**src/rtl/sau_pkg.sv**
```systemverilog
package sau_pkg;
   typedef enum logic [2:0] {
      OP_ADD = 3'd0,
      OP_SUB = 3'd1,
      OP_MUL = 3'd2,
      OP_DIV = 3'd3,
      OP_SHL = 3'd4,
      OP_SHR = 3'd5
   } op_e;

   typedef enum logic [2:0] {
      PH_IDLE,
      PH_LOAD,
      PH_EXEC,
      PH_UNLD,
      PH_DONE
   } phase_e;
endpackage

```
**src/rtl/sau_bit_alu.sv**
```systemverilog
// One-bit full adder with a carry flip-flop; the carry is re-seeded on
// the first bit of every word time.
module sau_bit_alu (
   input  logic clk,
   input  logic rst_n,
   input  logic en,
   input  logic first,
   input  logic init,
   input  logic a,
   input  logic b,
   output logic sum,
   output logic cout
);
   logic c_q;
   logic cin;

   assign cin  = first ? init : c_q;
   assign sum  = a ^ b ^ cin;
   assign cout = (a & b) | (a & cin) | (b & cin);

   always_ff @(posedge clk or negedge rst_n) begin
      if (!rst_n)  c_q <= 1'b0;
      else if (en) c_q <= cout;
   end
endmodule

```
**src/rtl/sau_sequencer.sv**
```systemverilog
module sau_sequencer
   import sau_pkg::*;
#(
   parameter int W   = 16,
   parameter int CW  = $clog2(W),
   parameter int WCW = $clog2(2 * W) + 1
) (
   input  logic          clk,
   input  logic          rst_n,
   input  logic          start_i,
   input  op_e           op_i,
   output op_e           op_o,
   output phase_e        ph_o,
   output logic [CW-1:0] bit_o,
   output logic          accept_o,
   output logic          first_o,
   output logic          last_bit_o,
   output logic          last_wrd_o,
   output logic          odd_wrd_o
);
   phase_e           ph_q;
   op_e              op_q;
   logic [CW-1:0]    bit_q;
   logic [WCW-1:0]   wrd_q;
   logic [WCW-1:0]   nw_m1;
   logic             last_bit;
   logic             last_wrd;

   always_comb begin
      unique case (op_q)
         OP_MUL:  nw_m1 = WCW'(W - 1);
         OP_DIV:  nw_m1 = WCW'(2 * W - 1);
         default: nw_m1 = '0;
      endcase
   end

   assign last_bit = (bit_q == CW'(W - 1));
   assign last_wrd = (wrd_q == nw_m1);

   always_ff @(posedge clk or negedge rst_n) begin
      if (!rst_n) begin
         ph_q  <= PH_IDLE;
         op_q  <= OP_ADD;
         bit_q <= '0;
         wrd_q <= '0;
      end else begin
         unique case (ph_q)
            PH_IDLE: if (start_i) begin
               ph_q  <= PH_LOAD;
               op_q  <= op_i;
               bit_q <= '0;
               wrd_q <= '0;
            end
            PH_LOAD: begin
               bit_q <= last_bit ? '0 : bit_q + 1'b1;
               if (last_bit) ph_q <= PH_EXEC;
            end
            PH_EXEC: begin
               bit_q <= last_bit ? '0 : bit_q + 1'b1;
               if (last_bit) begin
                  wrd_q <= last_wrd ? '0 : wrd_q + 1'b1;
                  if (last_wrd) ph_q <= PH_UNLD;
               end
            end
            PH_UNLD: begin
               bit_q <= last_bit ? '0 : bit_q + 1'b1;
               if (last_bit) ph_q <= PH_DONE;
            end
            default: ph_q <= PH_IDLE;
         endcase
      end
   end

   assign op_o       = op_q;
   assign ph_o       = ph_q;
   assign bit_o      = bit_q;
   assign accept_o   = (ph_q == PH_IDLE) && start_i;
   assign first_o    = (bit_q == '0);
   assign last_bit_o = last_bit;
   assign last_wrd_o = last_wrd;
   assign odd_wrd_o  = wrd_q[0];

   // a start seen while busy leaves the latched operation untouched
   p_start_ignored_r11: assert property (@(posedge clk) disable iff (!rst_n)
      (ph_q != PH_IDLE && start_i) |=> $stable(op_q));

   // the completion state lasts one cycle and returns to idle
   p_done_single_r10: assert property (@(posedge clk) disable iff (!rst_n)
      (ph_q == PH_DONE) |=> (ph_q == PH_IDLE));

   // unloading starts only right after the final execution bit
   p_unld_after_exec_r9: assert property (@(posedge clk) disable iff (!rst_n)
      (ph_q == PH_UNLD && bit_q == '0) |-> $past(ph_q == PH_EXEC));
endmodule

```
**src/rtl/sau_datapath.sv**
```systemverilog
module sau_datapath
   import sau_pkg::*;
#(
   parameter int W = 16
) (
   input  logic   clk,
   input  logic   rst_n,
   input  phase_e ph,
   input  op_e    op,
   input  logic   accept,
   input  logic   first,
   input  logic   last_bit,
   input  logic   last_wrd,
   input  logic   odd_wrd,
   input  logic   ser_a,
   input  logic   ser_b,
   output logic   res_a,
   output logic   res_x,
   output logic   err
);
   logic [W-1:0] acc_q, opr_q, aux_q;
   logic         q_q;      // pending quotient bit from the compare pass
   logic         msb_q;    // bit shifted out of the partial remainder
   logic         nz_q;     // divisor had a set bit
   logic         err_q;
   logic         alu_a, alu_b, alu_init, sum, cout, div_bit;

   always_comb begin
      alu_a    = acc_q[0];
      alu_b    = opr_q[0];
      alu_init = 1'b0;
      unique case (op)
         OP_SUB, OP_DIV: begin
            alu_b    = ~opr_q[0];
            alu_init = 1'b1;
         end
         OP_MUL: alu_b = opr_q[0] & aux_q[0];
         // both adder inputs equal: sum replays the stored carry (previous
         // bit), cout stores the current bit, giving a one-bit delay
         OP_SHL: alu_b = acc_q[0];
         default: ;
      endcase
   end

   sau_bit_alu u_alu (
      .clk   (clk),
      .rst_n (rst_n),
      .en    (ph == PH_EXEC),
      .first (first),
      .init  (alu_init),
      .a     (alu_a),
      .b     (alu_b),
      .sum   (sum),
      .cout  (cout)
   );

   assign div_bit = q_q ? sum : acc_q[0];

   always_ff @(posedge clk or negedge rst_n) begin
      if (!rst_n) begin
         acc_q <= '0; opr_q <= '0; aux_q <= '0;
         q_q <= 1'b0; msb_q <= 1'b0; nz_q <= 1'b0; err_q <= 1'b0;
      end else if (accept) begin
         acc_q <= '0; opr_q <= '0; aux_q <= '0;
         q_q <= 1'b0; msb_q <= 1'b0; nz_q <= 1'b0; err_q <= 1'b0;
      end else begin
         unique case (ph)
            PH_LOAD: begin
               opr_q <= {ser_b, opr_q[W-1:1]};
               nz_q  <= nz_q | ser_b;
               if (op == OP_MUL) begin
                  aux_q <= {ser_a, aux_q[W-1:1]};
               end else if (op == OP_DIV) begin
                  if (last_bit) begin
                     // first left shift of the dividend into the remainder
                     acc_q <= {{(W-1){1'b0}}, ser_a};
                     aux_q <= {aux_q[W-1:1], 1'b0};
                  end else begin
                     aux_q <= {ser_a, aux_q[W-1:1]};
                  end
               end else begin
                  acc_q <= {ser_a, acc_q[W-1:1]};
               end
            end
            PH_EXEC: begin
               opr_q <= {opr_q[0], opr_q[W-1:1]};
               unique case (op)
                  OP_SHR: acc_q <= {(last_bit ? 1'b0 : acc_q[1]), acc_q[W-1:1]};
                  OP_MUL: begin
                     if (last_bit) begin
                        acc_q <= {cout, sum, acc_q[W-1:2]};
                        aux_q <= {acc_q[1], aux_q[W-1:1]};
                     end else begin
                        acc_q <= {sum, acc_q[W-1:1]};
                     end
                  end
                  OP_DIV: begin
                     if (!odd_wrd) begin
                        // compare pass: remainder only rotates
                        acc_q <= {acc_q[0], acc_q[W-1:1]};
                        if (last_bit) q_q <= msb_q | cout;
                     end else if (!last_bit) begin
                        acc_q <= {div_bit, acc_q[W-1:1]};
                     end else begin
                        aux_q <= {aux_q[W-2:0], q_q};
                        if (last_wrd) begin
                           acc_q <= {div_bit, acc_q[W-1:1]};
                        end else begin
                           acc_q <= {acc_q[W-1:1], aux_q[W-1]};
                           msb_q <= div_bit;
                        end
                     end
                  end
                  default: acc_q <= {sum, acc_q[W-1:1]};
               endcase
            end
            PH_UNLD: begin
               acc_q <= {acc_q[0], acc_q[W-1:1]};
               aux_q <= {aux_q[0], aux_q[W-1:1]};
               if (last_bit && op == OP_DIV && !nz_q) err_q <= 1'b1;
            end
            default: ;
         endcase
      end
   end

   assign res_a = acc_q[0];
   assign res_x = aux_q[0];
   assign err   = err_q;

   // single-word operations never disturb the auxiliary register
   p_aux_quiet_r3: assert property (@(posedge clk) disable iff (!rst_n)
      (ph == PH_EXEC && op != OP_MUL && op != OP_DIV) |-> (aux_q == '0));

   // the error flag only rises on a divide, entering completion
   p_err_div_only_r7: assert property (@(posedge clk) disable iff (!rst_n)
      $rose(err_q) |-> (op == OP_DIV && ph == PH_DONE));
endmodule

```
**src/rtl/serial_arith_unit.sv**
```systemverilog
module serial_arith_unit
   import sau_pkg::*;
#(
   parameter int W  = 16,
   parameter int CW = $clog2(W)
) (
   input  logic          clk,
   input  logic          rst_n,
   input  logic          start_i,
   input  logic [2:0]    op_i,
   input  logic          opa_si,
   input  logic          opb_si,
   output logic          busy_o,
   output logic          ld_o,
   output logic          unl_o,
   output logic [CW-1:0] bit_o,
   output logic          res_a_so,
   output logic          res_x_so,
   output logic          done_o,
   output logic          err_o
);
   localparam int WCW = $clog2(2 * W) + 1;

   generate
      if (W < 4) begin : g_bad_width
         $error("serial_arith_unit: W must be at least 4");
      end
      if (CW != $clog2(W)) begin : g_bad_cw
         $error("serial_arith_unit: CW must equal clog2(W)");
      end
   endgenerate

   op_e    op;
   phase_e ph;
   logic   accept, first, last_bit, last_wrd, odd_wrd;

   sau_sequencer #(.W(W), .CW(CW), .WCW(WCW)) u_seq (
      .clk        (clk),
      .rst_n      (rst_n),
      .start_i    (start_i),
      .op_i       (op_e'(op_i)),
      .op_o       (op),
      .ph_o       (ph),
      .bit_o      (bit_o),
      .accept_o   (accept),
      .first_o    (first),
      .last_bit_o (last_bit),
      .last_wrd_o (last_wrd),
      .odd_wrd_o  (odd_wrd)
   );

   sau_datapath #(.W(W)) u_dp (
      .clk      (clk),
      .rst_n    (rst_n),
      .ph       (ph),
      .op       (op),
      .accept   (accept),
      .first    (first),
      .last_bit (last_bit),
      .last_wrd (last_wrd),
      .odd_wrd  (odd_wrd),
      .ser_a    (opa_si),
      .ser_b    (opb_si),
      .res_a    (res_a_so),
      .res_x    (res_x_so),
      .err      (err_o)
   );

   assign busy_o = (ph != PH_IDLE);
   assign ld_o   = (ph == PH_LOAD);
   assign unl_o  = (ph == PH_UNLD);
   assign done_o = (ph == PH_DONE);
endmodule

```
**config.mk**
```make
export PLATFORM = sky130hd
export DESIGN_NAME = serial_arith_unit
export DESIGN_NICKNAME = d
export VERILOG_FILES = /design/src/rtl/sau_pkg.sv /design/src/rtl/sau_bit_alu.sv /design/src/rtl/sau_sequencer.sv /design/src/rtl/sau_datapath.sv /design/src/rtl/serial_arith_unit.sv
export SDC_FILE = /design/constraint.sdc
export NUM_CORES = 1
export LEC_CHECK = 0
export BUFFER_PORTS_ARGS = -buffer_cell sky130_fd_sc_hd__buf_2
export CORE_UTILIZATION = 35
export CTS_CLUSTER_DIAMETER = 200
export DETAILED_ROUTE_END_ITERATION = 7
export GPL_TIMING_DRIVEN = 0
export PLACE_DENSITY = 0.48
export RECOVER_POWER = 25
export SYNTH_ARGS = -nofsm -noshare
export SYNTH_HDL_FRONTEND = slang
export SYNTH_SLANG_ARGS = --single-unit
```
**constraint.sdc**
```tcl
create_clock -name clk -period 5.4 [get_ports clk]
set_clock_uncertainty 0.1 [all_clocks]
set_input_delay 0.81 -clock clk [delete_from_list [all_inputs] [get_ports clk]]
set_output_delay 0.81 -clock clk [all_outputs]
set_load 0.02 [all_outputs]
```
==> out/qor.yml, run 1 <==
power.density_mw_per_mm2: 586
wire_per_inst_um: 18.0
fin_cells: 605
finalMaxSlewViolations: 0
arrival_ns: 3.31
place.gp.congestion: 0.836
crit_chain: "clkbuf_1 > buf_2 > buf_2 > nor3_1 > a221oi_1 > fa_1 > o21ai_0 > a22oi_1 > nor4_1 > o41ai_2"
die_h_um: 110
first_iter_violations: 229
fmax_mhz: 313
tns_ns: 0
ys_seq_area_share_pct: 42.1
die_w_um: 110
die_area_mm2: 0.0122
rsz0062_at_grt: "false"
p_leak_uw: 0.00209
hold_viol_final: 0
crit_top_cell: "buf_2"
avgSynthCellArea_um2: 9.60
synth_seq_cells: 69
min_path_type: "in2async"
drive_gt1_share_pct: 18.8
clkLatencyLatePin_ns: 0.34
cp_slowest_cell: "fa_1"
synthArstFlopShare_pct: 100
timing.setup.critical_path_class: "reg2reg"
worstMarginPinSlew_ns: 0.673
critPathMaxFanout: 10
cts.sinks: 69
ir_worst_vdd_v: 0.000236
worstSetupStartpoint: "u_seq.op_o[0]$_DFFE_PN0P_"
cts-htree-levels: 3
min_period_ns: 3.20
fin_nets: 469
grt_pass1_wl_um: 18100
clock_power_share_pct: 22.2
tritoncts: "done"
syn_area_mm2: 0.00410
r2r.worst_path.cells: 10
dr.pass1.iters: 4
numCtsBuffers: 9
root_buffer: "clkbuf_16"
clock_path_buffers: 2
final-setup-viol-count: 0
routed_wl_um: 10900
power.internal_uw: 1560
cts_setup_buffers: 0
crit_required_ns: 5.51
finalCritPeriodShare_pct: 59.2
n_antenna_cell: 0
num_rows: 39
grt_max_degree: 62
critPathLaunchType: "register"
ant_nets: 0
synth-main-ff-cell: "dfrtp_1"
fillers: 1176
dp_cells: 589
power_frac_comb_pct: 46.9
antenna_found_initial: 0
num_vias: 3435
clk_pin_slew_ns: 0.06
r2r_start: "u_seq.op_o[0]$_DFFE_PN0P_"
via_per_inst: 5.68
start_util_pct: 35.9
grt_util_all_layers_pct: 19.8
grt_pass1_vias: 3456
slew_headroom_pct: 55.1
yosys_warnings: 0
synthToLayoutAreaGrowth_pct: 14.5
synth_cell_types: 69
postSynthCellCount: 427
coreArea_mm2: 0.0114
synth-edff-count: 0
outcome: "completed"
slowest_delay_ns: 0.61
io_buffers: 18
dp_hpwl_um: 7380
power.net_switching_uw: 1190
p_seq_share_pct: 30.9
cts_hold_buf: 0
drv_cap: 0
cts_resized: 0
synth_nets: 439
p_sw_share_pct: 43.4
gr-total-overflow: 0
io_pins: 19
drc: 0
crit_path_end_kind: "register"
==> registers in the layout, summed over array words and instances (netlist names), 3 cells and up <==
name and flops:
u_dp.acc_q 16, u_dp.aux_q 16, u_dp.opr_q 16, u_seq.wrd_q 6, u_seq.bit_o 4, u_seq.op_o 3, u_seq.ph_o 3
==> power groups by stage <==
stage / logic (uW) / clock network, uW / registers (uW)
after floorplan: 955 / 0 / 844
after global routing: 1430 / 641 / 881
after CTS: 1300 / 622 / 850
final: 1290 / 611 / 852
after global placement: 1280 / 0 / 857
after detailed placement: 1290 / 0 / 858
==> kinds of logic (layout without fill, tap and decap cells) <==
group	after synthesis	in the layout	synth area share, %
AOI/OAI and AO/OA	163	163	29.9
and+or+nand+nor	133	133	16.8
DFF	69	69	42.1
buffers and inverters	43	78	6.19
muxes	12	12	3.02
adders and majority gates	4	4	1.40
xor gates and xnor gates	3	3	0.641
==> layer usage <==
metal | routed length (um) | track usage, % | vias up | share of wire [%]
met5 | 0 | 0 | - | 0
met4 | 108 | 5.55 | 0 | 0.99
met3 | 422 | 3.29 | 7 | 3.9
met2 | 4920 | 31.6 | 77 | 45
met1 | 5410 | 27.6 | 1700 | 50
li1 | - | - | 1651 | -
==> synth_stat cells (3+ instances only) <==
library cell,number,area [um^2]
o21ai_1,9,45.0
a21o_1,15,113
a21boi_0,3,22.5
a32o_1,14,140
a22oi_1,25,188
nor2_1,23,86.3
nor3b_1,3,22.5
o31ai_1,5,37.5
nor3_1,6,30.0
a21oi_1,16,80.1
a22o_1,14,123
nand3_1,4,20.0
inv_1,8,30.0
o211ai_1,14,105
dfrtp_1,69,1730
mux2_2,3,33.8
buf_6,8,90.1
a21oi_2,3,26.3
nand2_1,66,248
o21ai_0,23,115
ha_1,3,37.5
clkbuf_1,5,18.8
nand2b_1,6,37.5
mux2i_1,9,90.1
buf_2,17,85.1
==> cell type report <==
cell class	count	area, um^2	area share [%]
Multi-Input combinational cell	315	2120	45.1
Sequential cell	69	1730	36.8
Clock buffer	9	225	4.80
Buffer	35	224	4.77
Tap cell	143	179	3.81
Timing Repair Buffer	19	116	2.48
Clock inverter	7	75.1	1.60
Inverter	8	30.0	0.639
==> through the flow <==
stage	util [%]	worst slack [ns]	instance area (um^2)	hold WS (ns)	power, uW
after floorplan	-	2.72	4100	0.346	1800
after global placement	38.3	2.25	4370	0.362	2130
after detailed placement	38.5	2.25	4400	0.371	2150
after CTS	41.2	2.23	4700	0.197	2770
after global routing	41.1	1.92	4700	0.410	2950
final	41.1	2.20	4700	0.378	2750
==> final timing paths <==
check	slack, ns	endpoint
max in group asynchronous	4.07	u_seq.bit_o[2]$_DFFE_PN0P_
min reg2reg	0.39	u_dp.u_alu.c_q$_DFFE_PN0P_
max reg2reg	2.20	u_dp.acc_q[15]$_DFFE_PN0P_
min in group clk	0.39	u_dp.u_alu.c_q$_DFFE_PN0P_
min	0.38	u_seq.wrd_q[3]$_DFFE_PN0P_
max	2.20	u_dp.acc_q[15]$_DFFE_PN0P_
==> critical path: cells and delay by family (launching register included) <==
family                   cells  cell delay, ns
AND/OR/NAND/NOR              2            0.46
flip-flops                   1            0.32
buffers and inverters        3            0.84
AO/OA/AOI/OAI                4            0.74
adder cells (fa/ha/maj)      1            0.61
==> cell usage in the layout (no fill, tap or decap), types with 8 or more instances in the layout <==
master,count
buf_2,34
a32o_1,14
a21oi_1,16
inv_1,8
a22o_1,14
a22oi_1,25
o21ai_1,9
dfrtp_1,69
nand2_1,66
clkbuf_16,9
o211ai_1,14
o21ai_0,23
nor2_1,23
buf_6,8
a21o_1,15
mux2i_1,9
Note: power is estimated with default switching activity, not from simulation.
==> run 2: changes to the inputs <==
Clock period 5.4 ns to 3.19 ns, I/O delays scaled along.
==> out/qor.yml, run 2 (synthesis results as in run 1) <==
final_util_pct: 41.3  # was 41.1%
p_leak_uw: 0.00210  # was 0.00209 uW
finalMaxSlewViolations: 0  # unchanged
die_h_um: 110  # unchanged
multi_input_area_mm2: 0.00213  # was 0.00212 mm^2
via_per_inst: 5.72  # was 5.68
clk_pin_slew_ns: 0.06  # about the same
layout_setup_ws_ns: 0.309  # was 2.20 ns
largestRegisters: "u_dp.acc_q x16, u_dp.aux_q x16, u_dp.opr_q x16"  # unchanged
outcome: "completed"  # unchanged
rsz0062_at_grt: "false"  # unchanged
arrival_ns: 3.00  # was 3.31 ns
drv_cap: 0  # unchanged
holdWs_ns: 0.229  # was 0.378 ns
ir_worst_vdd_v: 0.000397  # was 0.000236 V
ant_nets: 0  # unchanged
cts-htree-levels: 3  # unchanged
timing.setup.critical_path_class: "reg2reg"  # unchanged
fmax_mhz: 347  # was 313 MHz
n_antenna_cell: 0  # unchanged
coreArea_mm2: 0.0114  # unchanged
antenna_found_initial: 0  # unchanged
place.gp.congestion: 0.836  # unchanged
clkLatencyLatePin_ns: 0.34  # about the same
crit_path_end_kind: "register"  # unchanged
p_seq_share_pct: 31.1  # was 30.9%
slew_headroom_pct: 54.5  # was 55.1%
gr-total-overflow: 0  # unchanged
die_area_mm2: 0.0122  # unchanged
clock_power_share_pct: 22.1  # was 22.2%
worstMarginPinSlew_ns: 0.682  # was 0.673 ns
min_path_type: "in2reg"  # was in2async
dr.pass1.iters: 5  # was 4
drc: 0  # unchanged
synthToLayoutAreaGrowth_pct: 14.9  # was 14.5%
hold_viol_final: 0  # unchanged
tritoncts: "done"  # unchanged
die_w_um: 110  # unchanged
clock_path_buffers: 2  # unchanged
grt_pass1_vias: 3456  # unchanged
place_ws_ns: 0.0373  # was 2.25 ns
root_buffer: "clkbuf_16"  # unchanged
drive_gt1_share_pct: 19.5  # was 18.8%
final_common_cell: "dfrtp_1"  # unchanged
crit_required_ns: 3.31  # was 5.51 ns
grt_max_degree: 62  # unchanged
dp_hpwl_um: 7380  # unchanged
min_period_ns: 2.88  # was 3.20 ns
cts.sinks: 69  # unchanged
num_rows: 39  # unchanged
min_path_cells: 3
critPathLaunchType: "register"  # unchanged
r2r.worst_path.cells: 9  # was 10
grt_util_all_layers_pct: 19.8  # unchanged
power.net_switching_uw: 2030  # was 1190 uW
first_iter_violations: 207  # was 229
fin_nets: 469  # unchanged
power.density_mw_per_mm2: 992  # was 586 mW/mm^2
p_sw_share_pct: 43.3  # was 43.4%
io_buffers: 18  # unchanged
tns_ns: 0  # unchanged
dp_cells: 589  # unchanged
mostFrequentLayoutCells: "dfrtp_1, nand2_1, buf_2"  # unchanged
routed_wl_um: 10900  # about the same
io_pins: 19  # unchanged
numCtsBuffers: 9  # unchanged
fillers: 1172  # was 1176
seqCellArea_mm2: 0.00173  # unchanged
fin_cells: 605  # unchanged
critPathMaxFanout: 10  # unchanged
power.internal_uw: 2650  # was 1560 uW
power_frac_comb_pct: 46.8  # was 46.9%
grt_pass1_wl_um: 18100  # unchanged
final-setup-viol-count: 0  # unchanged
num_vias: 3460  # was 3435
finalCritPeriodShare_pct: 90.3  # was 59.2%
wire_per_inst_um: 18.0  # about the same
start_util_pct: 35.9  # unchanged
==> run 2: cell count changes in the layout (fill, tap and decap cells not counted), sizes merged <==
cell,before,now
buf,47,46
dlygate4sd3,0,1
==> run 2: final timing paths <==
kind	startpoint	to	slack [ns]
max	u_seq.op_o[0]$_DFFE_PN0P_	u_dp.acc_q[15]$_DFFE_PN0P_	0.31
min	op_i[1]	u_seq.op_o[1]$_DFFE_PN0P_	0.23
max reg2reg	u_seq.op_o[0]$_DFFE_PN0P_	u_dp.acc_q[15]$_DFFE_PN0P_	0.31
min reg2reg	u_dp.u_alu.c_q$_DFFE_PN0P_	u_dp.u_alu.c_q$_DFFE_PN0P_	0.39
max in group asynchronous	rst_n	u_seq.bit_o[2]$_DFFE_PN0P_	1.63
min in group asynchronous	rst_n	u_seq.wrd_q[3]$_DFFE_PN0P_	0.61
==> run 2: repair_timing <==
action,in CTS,in global routing
hold buffers,1,0
setup endpoints to repair,0,2
buffers inserted,0,0
gates resized for setup,0,3
endpoints found under the hold margin,8,0
==> run 2: final cells by class <==
cell class,count,area share (%)
well taps,143,3.80
clock buffers,9,4.78
flip-flops and latches,69,36.6
inverters,8,0.637
plain buffers,34,4.70
clock inverters,7,1.59
multi-input cells,315,45.2
repair buffers,20,2.68
==> run 2: metal layers <==
| layer | track usage (%) | share of wire (%) | vias up |
|---|---|---|---|
| li1 | - | - | 1652 |
| met1 | 27.6 | 50 | 1706 |
| met2 | 31.6 | 45 | 95 |
| met3 | 3.23 | 4.5 | 7 |
| met4 | 5.55 | 0.99 | 0 |
| met5 | 0 | 0 | - |
==> run 2: power groups by stage <==
stage | combinational (uW) | clock [uW] | sequential (uW)
2_1_floorplan | 1620 | 0 | 1430
3_3_place_gp | 2160 | 0 | 1450
3_5_place_dp | 2190 | 0 | 1450
4_1_cts | 2200 | 1050 | 1440
5_1_grt | 2430 | 1080 | 1500
6_report | 2190 | 1030 | 1450
==> run 2: stage by stage <==
stage	cell area (um^2)	total power, uW
3_5_place_dp	4400	3640
2_1_floorplan	4100	3050
4_1_cts	4710	4690
5_1_grt	4710	5020
3_3_place_gp	4370	3610
6_report	4710	4680
==> run 2: worst max-delay path: stages, from the launching register on <==
cell and delay [ns]:
dfrtp_1 0.48, buf_2 0.28, buf_2 0.28, nor3_1 0.09
a221oi_2 0.26, fa_2 0.57, o21ai_0 0.11, a22oi_1 0.11
nor4_1 0.36, o41ai_2 0.13
